`src/rtl/segpage_pkg.sv`:
```
package segpage_pkg;
    typedef enum logic [1:0] {
        ST_OK    = 2'b00,
        ST_ADDR  = 2'b10,
        ST_FAULT = 2'b11
    } xl_status_e;

    typedef enum logic [2:0] {
        W_IDLE,
        W_STE,
        W_STE_W,
        W_PTE,
        W_PTE_W
    } walk_st_e;

    localparam int ENTRY_VALID_BIT = 31;
    localparam int SEG_LEN_LSB     = 16;
endpackage

```
`src/rtl/segpage_amap.sv`:
```
module segpage_amap #(
    parameter int N   = 8,
    parameter int S_W = 4,
    parameter int P_W = 6,
    parameter int F_W = 12
) (
    input  logic           clk,
    input  logic           rst_n,
    input  logic [S_W-1:0] lk_seg,
    input  logic [P_W-1:0] lk_page,
    output logic           lk_hit,
    output logic [F_W-1:0] lk_frame,
    input  logic           fill_en,
    input  logic [S_W-1:0] fill_seg,
    input  logic [P_W-1:0] fill_page,
    input  logic [F_W-1:0] fill_frame,
    input  logic           flush
);
    localparam int PTR_W = (N > 1) ? $clog2(N) : 1;

    typedef struct packed {
        logic           v;
        logic [S_W-1:0] s;
        logic [P_W-1:0] p;
        logic [F_W-1:0] f;
    } ent_t;

    typedef struct packed {
        ent_t [N-1:0]     ent;
        logic [PTR_W-1:0] ptr;
    } st_t;

    st_t st_d, st_q;
    logic [N-1:0] match;
    logic [N-1:0] vbits;

    for (genvar g = 0; g < N; g++) begin : g_cmp
        assign match[g] = st_q.ent[g].v && (st_q.ent[g].s == lk_seg) &&
                          (st_q.ent[g].p == lk_page);
        assign vbits[g] = st_q.ent[g].v;
    end

    assign lk_hit = |match;

    always_comb begin
        lk_frame = '0;
        for (int i = 0; i < N; i++) begin
            if (match[i]) lk_frame = lk_frame | st_q.ent[i].f;
        end
    end

    always_comb begin
        st_d = st_q;
        if (flush) begin
            for (int i = 0; i < N; i++) st_d.ent[i].v = 1'b0;
            st_d.ptr = '0;
        end else if (fill_en) begin
            st_d.ent[st_q.ptr] = '{v: 1'b1, s: fill_seg, p: fill_page, f: fill_frame};
            st_d.ptr = (st_q.ptr == PTR_W'(N - 1)) ? '0 : st_q.ptr + 1'b1;
        end
    end

    always_ff @(posedge clk) begin
        if (!rst_n) st_q <= '0;
        else        st_q <= st_d;
    end

    // a lookup never matches two entries
    a_r9_single_match: assert property (@(posedge clk) disable iff (!rst_n)
        $onehot0(match));

    // an origin write leaves no valid entry
    a_r10_flush_empties: assert property (@(posedge clk) disable iff (!rst_n)
        flush |=> ($countones(vbits) == 0));
endmodule

```
`src/rtl/segpage_walk.sv`:
```
module segpage_walk
    import segpage_pkg::*;
#(
    parameter int S_W = 4,
    parameter int P_W = 6,
    parameter int D_W = 10,
    parameter int F_W = 12,
    parameter int AW  = 16
) (
    input  logic               clk,
    input  logic               rst_n,
    input  logic               start,
    input  logic [S_W-1:0]     in_seg,
    input  logic [P_W-1:0]     in_page,
    input  logic [D_W-1:0]     in_disp,
    input  logic               hit,
    input  logic [F_W-1:0]     hit_frame,
    input  logic [AW-1:0]      origin,
    output logic               idle,
    output logic               mem_rd_en,
    output logic [AW-1:0]      mem_rd_addr,
    input  logic [31:0]        mem_rd_data,
    output logic               fill_en,
    output logic [S_W-1:0]     fill_seg,
    output logic [P_W-1:0]     fill_page,
    output logic [F_W-1:0]     fill_frame,
    output logic               rsp_valid,
    output logic [1:0]         rsp_status,
    output logic [F_W+D_W-1:0] rsp_raddr
);
    localparam int LEN_W = P_W + 1;

    typedef struct packed {
        walk_st_e           state;
        logic [S_W-1:0]     seg;
        logic [P_W-1:0]     page;
        logic [D_W-1:0]     disp;
        logic [AW-1:0]      base;
        logic               rv;
        xl_status_e         rs;
        logic [F_W+D_W-1:0] ra;
    } st_t;

    st_t st_d, st_q;

    logic             ent_valid;
    logic [LEN_W-1:0] seg_len;
    logic             page_ok;
    logic             unused_bits;

    assign ent_valid   = mem_rd_data[ENTRY_VALID_BIT];
    assign seg_len     = mem_rd_data[SEG_LEN_LSB +: LEN_W];
    assign page_ok     = {1'b0, st_q.page} < seg_len;
    assign unused_bits = ^mem_rd_data;

    always_comb begin
        st_d        = st_q;
        st_d.rv     = 1'b0;
        st_d.rs     = ST_OK;
        st_d.ra     = '0;
        mem_rd_en   = 1'b0;
        mem_rd_addr = '0;
        fill_en     = 1'b0;
        fill_seg    = st_q.seg;
        fill_page   = st_q.page;
        fill_frame  = mem_rd_data[F_W-1:0];
        unique case (st_q.state)
            W_IDLE: begin
                if (start) begin
                    st_d.seg  = in_seg;
                    st_d.page = in_page;
                    st_d.disp = in_disp;
                    if (hit) begin
                        st_d.rv = 1'b1;
                        st_d.ra = {hit_frame, in_disp};
                    end else begin
                        st_d.state = W_STE;
                    end
                end
            end
            W_STE: begin
                mem_rd_en   = 1'b1;
                mem_rd_addr = origin + AW'({st_q.seg, 2'b00});
                st_d.state  = W_STE_W;
            end
            W_STE_W: begin
                if (!ent_valid) begin
                    st_d.rv    = 1'b1;
                    st_d.rs    = ST_FAULT;
                    st_d.state = W_IDLE;
                end else if (!page_ok) begin
                    st_d.rv    = 1'b1;
                    st_d.rs    = ST_ADDR;
                    st_d.state = W_IDLE;
                end else begin
                    st_d.base  = mem_rd_data[AW-1:0];
                    st_d.state = W_PTE;
                end
            end
            W_PTE: begin
                mem_rd_en   = 1'b1;
                mem_rd_addr = st_q.base + AW'({st_q.page, 2'b00});
                st_d.state  = W_PTE_W;
            end
            W_PTE_W: begin
                st_d.rv    = 1'b1;
                st_d.state = W_IDLE;
                if (!ent_valid) begin
                    st_d.rs = ST_FAULT;
                end else begin
                    st_d.ra = {mem_rd_data[F_W-1:0], st_q.disp};
                    fill_en = 1'b1;
                end
            end
            default: st_d.state = W_IDLE;
        endcase
    end

    always_ff @(posedge clk) begin
        if (!rst_n) begin
            st_q       <= '0;
            st_q.state <= W_IDLE;
            st_q.rs    <= ST_OK;
        end else begin
            st_q <= st_d;
        end
    end

    assign idle       = (st_q.state == W_IDLE);
    assign rsp_valid  = st_q.rv;
    assign rsp_status = st_q.rs;
    assign rsp_raddr  = st_q.ra;

    // an invalid segment entry ends the walk with a fault
    a_r7_ste_fault: assert property (@(posedge clk) disable iff (!rst_n)
        (st_q.state == W_STE_W && !ent_valid) |=> (rsp_valid && rsp_status == ST_FAULT));

    // a page at or past the length gives an addressing error and no page-table read
    a_r6_len_error: assert property (@(posedge clk) disable iff (!rst_n)
        (st_q.state == W_STE_W && ent_valid && !page_ok) |=>
        (rsp_valid && rsp_status == ST_ADDR && !mem_rd_en));

    // reads are spaced by at least one cycle
    a_r11_read_spacing: assert property (@(posedge clk) disable iff (!rst_n)
        mem_rd_en |=> !mem_rd_en);
endmodule

```
`src/rtl/segpage_xlate.sv`:
```
module segpage_xlate
    import segpage_pkg::*;
#(
    parameter int S_W  = 4,
    parameter int P_W  = 6,
    parameter int D_W  = 10,
    parameter int F_W  = 12,
    parameter int AW   = 16,
    parameter int MAPN = 8
) (
    input  logic                     clk,
    input  logic                     rst_n,
    input  logic                     req_valid,
    output logic                     req_ready,
    input  logic [S_W+P_W+D_W-1:0]   req_vaddr,
    output logic                     rsp_valid,
    output logic [1:0]               rsp_status,
    output logic [F_W+D_W-1:0]       rsp_raddr,
    output logic                     mem_rd_en,
    output logic [AW-1:0]            mem_rd_addr,
    input  logic [31:0]              mem_rd_data,
    input  logic                     org_we,
    input  logic [AW-1:0]            org_wdata
);
    localparam int VA_W = S_W + P_W + D_W;

    logic [AW-1:0]  org_d, org_q;
    logic [S_W-1:0] va_seg;
    logic [P_W-1:0] va_page;
    logic [D_W-1:0] va_disp;
    logic           req_fire;
    logic           lk_hit;
    logic [F_W-1:0] lk_frame;
    logic           fill_en;
    logic [S_W-1:0] fill_seg;
    logic [P_W-1:0] fill_page;
    logic [F_W-1:0] fill_frame;
    logic           walk_idle;

    assign va_seg   = req_vaddr[VA_W-1 -: S_W];
    assign va_page  = req_vaddr[D_W +: P_W];
    assign va_disp  = req_vaddr[D_W-1:0];
    assign req_fire = req_valid && req_ready;
    assign req_ready = walk_idle;

    always_comb begin
        org_d = org_we ? org_wdata : org_q;
    end

    always_ff @(posedge clk) begin
        if (!rst_n) org_q <= '0;
        else        org_q <= org_d;
    end

    segpage_amap #(.N(MAPN), .S_W(S_W), .P_W(P_W), .F_W(F_W)) u_amap (
        .clk        (clk),
        .rst_n      (rst_n),
        .lk_seg     (va_seg),
        .lk_page    (va_page),
        .lk_hit     (lk_hit),
        .lk_frame   (lk_frame),
        .fill_en    (fill_en),
        .fill_seg   (fill_seg),
        .fill_page  (fill_page),
        .fill_frame (fill_frame),
        .flush      (org_we)
    );

    segpage_walk #(.S_W(S_W), .P_W(P_W), .D_W(D_W), .F_W(F_W), .AW(AW)) u_walk (
        .clk         (clk),
        .rst_n       (rst_n),
        .start       (req_fire),
        .in_seg      (va_seg),
        .in_page     (va_page),
        .in_disp     (va_disp),
        .hit         (lk_hit),
        .hit_frame   (lk_frame),
        .origin      (org_q),
        .idle        (walk_idle),
        .mem_rd_en   (mem_rd_en),
        .mem_rd_addr (mem_rd_addr),
        .mem_rd_data (mem_rd_data),
        .fill_en     (fill_en),
        .fill_seg    (fill_seg),
        .fill_page   (fill_page),
        .fill_frame  (fill_frame),
        .rsp_valid   (rsp_valid),
        .rsp_status  (rsp_status),
        .rsp_raddr   (rsp_raddr)
    );

    // failed translations never expose an address
    a_r2_err_addr_zero: assert property (@(posedge clk) disable iff (!rst_n)
        (rsp_valid && rsp_status != ST_OK) |-> (rsp_raddr == '0));

    // a hit answers next cycle without a memory read
    a_r3_hit_no_walk: assert property (@(posedge clk) disable iff (!rst_n)
        (req_fire && lk_hit) |=> (rsp_valid && !mem_rd_en && req_ready));
endmodule

```
`config.mk`:
```
export PLATFORM = sky130hd
export DESIGN_NAME = segpage_xlate
export DESIGN_NICKNAME = d
export VERILOG_FILES = /design/src/rtl/segpage_pkg.sv /design/src/rtl/segpage_amap.sv /design/src/rtl/segpage_walk.sv /design/src/rtl/segpage_xlate.sv
export SDC_FILE = /design/constraint.sdc
export NUM_CORES = 1
export LEC_CHECK = 0
export CAP_MARGIN = 20
export CORE_MARGIN = 8
export CORE_UTILIZATION = 45
export CTS_CLUSTER_DIAMETER = 60
export CTS_CLUSTER_SIZE = 40
export DETAILED_ROUTE_END_ITERATION = 12
export PLACE_DENSITY_LB_ADDON = 0.1
export SLEW_MARGIN = 20
export SYNTH_ARGS = -nofsm -noshare
export SYNTH_HDL_FRONTEND = slang
export SYNTH_HIERARCHICAL = 1
export SYNTH_SLANG_ARGS = --single-unit
```
`constraint.sdc`:
```
create_clock -name clk -period 2.88 [get_ports clk]
set_clock_uncertainty 0.05 [all_clocks]
set_input_delay 0.576 -clock clk [delete_from_list [all_inputs] [get_ports clk]]
set_output_delay 0.576 -clock clk [all_outputs]
set_load 0.05 [all_outputs]
```
== Word-level counts from Yosys, hierarchy flattened ==
Cells that the tools add are included.

* Register bits after elaboration: 267
* Input bits: 72
* Output and inout port bits: 43
* Word-level logic and storage cells: 138

* Add/sub/neg operators: 3
* $lt $le $gt $ge: 3
* Equal/unequal tests: 23
* Mux-type cells: 32
* Bitwise gates (word level): 9
* Reduce and logical (&&, ||, !) cells: 26

{| class="wikitable"
|+ Operators with widths
! operator !! count
|-
| bitwise mux 184 bit || 1
|-
| 2-to-1 mux 12 bit || 8
|-
| bitwise OR 12 bit || 7
|-
| demux 23 bit (select 3 bit) || 1
|-
| 2-to-1 mux 22 bit || 3
|-
| equality test 6 bit || 8
|-
| 2-to-1 mux 23 bit || 2
|-
| one-hot mux 22 bit (2 select lines) || 1
|-
| equality test 4 bit || 8
|-
| one-hot mux 16 bit (2 select lines) || 1
|-
| logical AND 1 bit || 18
|-
| adder 16 x 6 -> 16 bit || 1
|-
| adder 16 x 8 -> 16 bit || 1
|-
| 2-to-1 mux 3 bit || 4
|-
| one-hot mux 3 bit (4 select lines) || 1
|-
| OR reduction 8 bit || 1
|-
| less-than comparator 6 x 7 -> 1 bit || 1
|-
| equality test 3 x 2 -> 1 bit, second input constant || 2
|-
| equality test 3 bit, second input constant || 2
|-
| 2-to-1 mux 2 bit || 3
|-
| AND reduction 2 bit || 3
|-
| 2-to-1 mux 1 bit || 5
|-
| less-than comparator 3 x 4 -> 1 bit, second input constant || 1
|-
| one-hot mux 2 bit (2 select lines) || 1
|-
| 10 further kinds || 12
|}

== Logic depth before layout (Yosys ltp) ==
* Depth after elaboration: 21
* Depth in mapped cells: 12

== Hierarchy ==
The synthesis kept the hierarchy.

{| class="wikitable"
|+ By module, submodules not included
! module !! times used !! cells each !! area an instance (µm²) !! sequential area each (µm²)
|-
| segpage_amap || 1 || 1108 || 9143.8 || 3743.6
|-
| segpage_walk || 1 || 467 || 3693.5 || 1281.2
|-
| segpage_xlate || 1 || 52 || 621.8 || 320.3
|}

== Worst setup path before layout ==
OpenSTA, ideal clock, no wires.

* Kind: reg-to-output
* Start point: register u_walk.st_q (netlist bit u_walk/fill_page[0])
* End point: output mem_rd_addr[8]
* Arrival: 2.782 ns
* Required time: 2.254 ns
* Slack: -0.528 ns
* Stages on the path, launching flop included: 8
* Path buffers: 0
* Cells stage by stage: dfxtp_1 -> ha_1 -> fa_1 -> a211oi_1 -> o21a_1 -> nor2_1 -> xnor2_1 -> a211oi_1

* Longest elaborated chain between the ends: 2

{| class="wikitable"
|+ Ends and longest elaborated chain
! element !! line !! RTL
|-
| from (decl) || segpage_walk.sv:44 || <nowiki>st_t st_d, st_q;</nowiki>
|-
| from (signal assigned) || segpage_walk.sv:125 || <nowiki>st_q <= st_d;</nowiki>
|-
| adder 16 x 8 -> 16 bit || segpage_walk.sv:102 || <nowiki>mem_rd_addr = st_q.base + AW'({st_q.page, 2'b00});</nowiki>
|-
| one-hot mux 16 bit (2 select lines) || segpage_walk.sv:67 || <nowiki>unique case (st_q.state)</nowiki>
|-
| to (decl) || segpage_xlate.sv:20 || <nowiki>output logic [AW-1:0] mem_rd_addr,</nowiki>
|}

Every way passes these cells.

== Final worst setup path ==
* Start point: register u_walk/st_q[27] (netlist bit)
* End point: output mem_rd_addr[8]

Same word-level chain as after synthesis.

==> impl_metrics.yaml <==
worst_setup_path:
  cp_data_required_time_ns: 2.25
  path_cells: "ha_4 -> fa_2 -> a211oi_2 -> o21a_1 -> nor2_1 -> xnor2_1 -> a211oi_2 -> buf_12"
  cp_slowest_cell: "fa_2"
  path_max_fanout: 4
  r2r_setup_slack_ns: 0.60
  cpMostUsedCell: "a211oi_2"
  max_stage_delay_ns: 0.38
  path_class: "register to output port"
  crit_buf_inv: 1
  cp.depth: 8
  timing.rr.end: "u_amap/st_q[78]$_SDFFE_PN0P_"
  startpoint_type: "register"
  arrival_ns: 2.53
  cp_top_family: "compound AO/OA/AOI/OAI gates"
  worstReg2RegStart: "u_walk/st_q[61]$_SDFFE_PN0P_"
  worst-r2r-cell-count: 9
  cp-end-kind: "output port"
routing:
  drtIter0Drc: 810
  vias: 11300
  wirelength_microns: 38800
  wl_per_cell_microns: 18.2
  antenna_left: 0
  dr.pass1.iters: 6
  drc: 0
  drt-vias-per-instance: 5.31
power_and_ir_drop:
  finalPower_mw: 8.35
  power_density_nw_per_um2: 508
  p_leak_nw: 5.54
  vdd_drop_max_mv: 0.456
timing:
  finalSetupTns_ns: -1.83
  rsz0062_at_grt: "yes"
  fmax_mhz: 316
  holdWs_ns: 0.390
  final_hold_viol_count: 0
  slew_viol_final: 0
  setup_viol: 10
  min_period_ns: 3.16
  worst_pin_slew_ns: 0.773
  fin_crit_sh_pct: 110
  fin_ws_ns: -0.280
  maxSlewHeadroom_pct: 48.3
synth:
  ys_async_sr_fraction_pct: 0
  syn-num-nets: 1718
  syn-mean-instance-area_sq_um: 8.27
  synth_edf_count: 0
  yosysUniqueCellTypes: 69
  ys_ff_latch: 267
  synth_cells: 1627
  ys_seq_area_share_pct: 39.7
  synth_ff_type: "dfxtp_1"
  netlist_area_sq_um: 13500
  synth_warnings: 6
layout:
  area_delta_synth_final_pct: 22.1
  final_cell_mix: "nand2_1, dfxtp_1, a21boi_0"
  multi_input_area_sq_um: 7210
  final_cells: 2125
  register_area_sq_um: 5370
  n_antenna_cell: 0
  layout-drive-gt1-share_pct: 15.7
  fin_area_sq_um: 16400
  final_nets: 1806
  layout_commonest_cell: "nand2_1"
  n_fill_cell: 2726
global_route:
  track_usage_pct: 21.2
  grt_pass1_vias: 10800
  grt_pass1_wl_microns: 61600
  antenna_found_initial: 0
  grt-ovfl-total: 0
  grt_max_degree: 71
clocking:
  cts_buffers: 27
  cts-hold-fix-buffers: 0
  cts_tree: "yes"
  clock_latency_ns: 0.55
  root_buffer: "clkbuf_16"
  cts.sinks: 267
  h-tree-depth: 1
  cts.clk_slew.worst_paths_ns: 0.08
  cts.path.max_buffers: 3
run:
  cap_violations: 0
min_path:
  hp-class: "input pin to register"
  worstHoldStart: "rst_n"
  whs_path_depth: 3
  min_to: "u_walk/st_q[61]$_SDFFE_PN0P_"
placed_design:
  dpl_cell_area_sq_um: 15100
  dpl.hpwl_microns: 27000
  portBuffers: 106
  placedCellCount: 2067
  gp_congestion: 0.840
floorplanning:
  die_h_microns: 189
  fp.dieW_microns: 189
  rows: 63
  initial_utilization_pct: 45.5
  coreArea_sq_um: 29600
  dieArea_sq_um: 35700
  io_pins: 115
status:
  violations: "negative setup slack"
  run_status: "finished with violations"
metrics by stage:
step,worst slack [ns],utilization [%]
final,-0.280,55.6
after global routing,-0.378,55.6
after CTS,-0.295,55.3
after detailed placement,-0.278,51.1
after global placement,-0.254,51.1
after floorplan,-0.0615,-
final cells by class:
| class | instances | share of cell area, % |
|---|---|---|
| Clock buffer | 30 | 4.36 |
| Multi-Input combinational cell | 1146 | 43.9 |
| Inverter | 49 | 1.14 |
| Tap cell | 390 | 2.97 |
| Timing Repair Buffer | 224 | 13.8 |
| Sequential cell | 267 | 32.7 |
| Clock inverter | 19 | 1.19 |
how the worst max path moves through the flow:
stage,slack [ns],from,endpoint
2_1_floorplan,-0.06,u_walk/fill_page[0]$_SDFFE_PN0P_,mem_rd_addr[8]
3_3_place_gp,-0.25,req_vaddr[12],u_walk/rsp_raddr[10]$_SDFF_PN0_
3_5_place_dp,-0.28,req_vaddr[12],u_walk/rsp_raddr[10]$_SDFF_PN0_
4_1_cts,-0.30,u_walk/st_q[27]$_SDFFE_PN0P_,mem_rd_addr[8]
5_1_grt,-0.38,u_walk/st_q[27]$_SDFFE_PN0P_,mem_rd_addr[8]
6_report,-0.28,u_walk/st_q[27]$_SDFFE_PN0P_,mem_rd_addr[8]
state kept, by name (all words and copies together) (netlist names):
register and count:
org_q 16, u_walk/st_q 29, u_walk/rsp_status 2, u_walk/fill_seg 4, u_walk/rsp_raddr 22, u_walk/rsp_valid 1, u_amap/st_q 187, u_walk/fill_page 6
Yosys cell counts (4+ instances only):
cell       number  area, sq um
nand3_1        44          220
nor4_1         29          181
xnor2_4         4          110
nor2b_1        21          131
nand4_2         4         50.1
and2_1         10         62.6
nand2_1       409         1540
o21ai_0        24          120
a211oi_1        7         52.6
xor2_1         24          210
clkbuf_1       42          158
a21boi_1       43          323
inv_1          48          180
mux2i_1        22          220
a22oi_1        40          300
nor3_2          5         50.1
o22ai_1         5         31.3
or3_1           4         25.0
xnor2_1        69          604
a21boi_0      133          998
buf_4          81          608
nand4_1        17          106
a21oi_1        57          285
a31oi_1         5         31.3
and3_1          5         31.3
ha_1           17          213
a2111oi_0       9         78.8
nor3_1          9         45.0
buf_2          28          140
buf_6          12          135
nand2b_1        7         43.8
dfxtp_1       267         5350
a32oi_1        10         87.6
nor2_1         69          259
tightest hold or removal path, cell delays in order:
cell and delay [ns]:
buf_4 0.20, nand2b_1 0.12, nor2_1 0.05
routing by layer:
| metal | global-route usage, % | vias up | part of all wire [%] | wire, microns |
|---|---|---|---|---|
| met4 | 5.77 | 0 | 2.5 | 960 |
| met2 | 34.6 | 288 | 46 | 17900 |
| li1 | - | 5604 | - | - |
| met1 | 29.3 | 5339 | 46 | 17900 |
| met5 | 0 | - | 0 | 0 |
| met3 | 2.52 | 56 | 5.1 | 1980 |
timing repair:
item / 4_1_cts / 5_1_grt
endpoints found under the hold margin: 0 / 0
buffers inserted: 7 / 2
endpoints found under the setup margin: 13 / 12
pin swaps: 26 / 16
gates resized for setup: 61 / 15
kinds of logic (layout without fill, tap and decap cells):
family	after synthesis	count (layout)	share of synthesized area, %
AOI/OAI and AO/OA	351	351	18.3
buffers and inverters	214	322	9.29
xor gates and xnor gates	98	98	6.99
adders and majority gates	19	19	1.88
muxes	22	22	1.64
and+or+nand+nor	656	656	22.2
DFF	267	267	39.7
power breakdown:
group | internal (mW) | leakage, nW | total, mW | switching, mW
combinational | 0.408 | 2.93 | 0.945 | 0.537
clock | 1.96 | 0.448 | 3.61 | 1.66
sequential | 3.74 | 2.16 | 3.79 | 0.0494
total | 6.10 | 5.54 | 8.35 | 2.24
(Power assumes the default switching activity.)
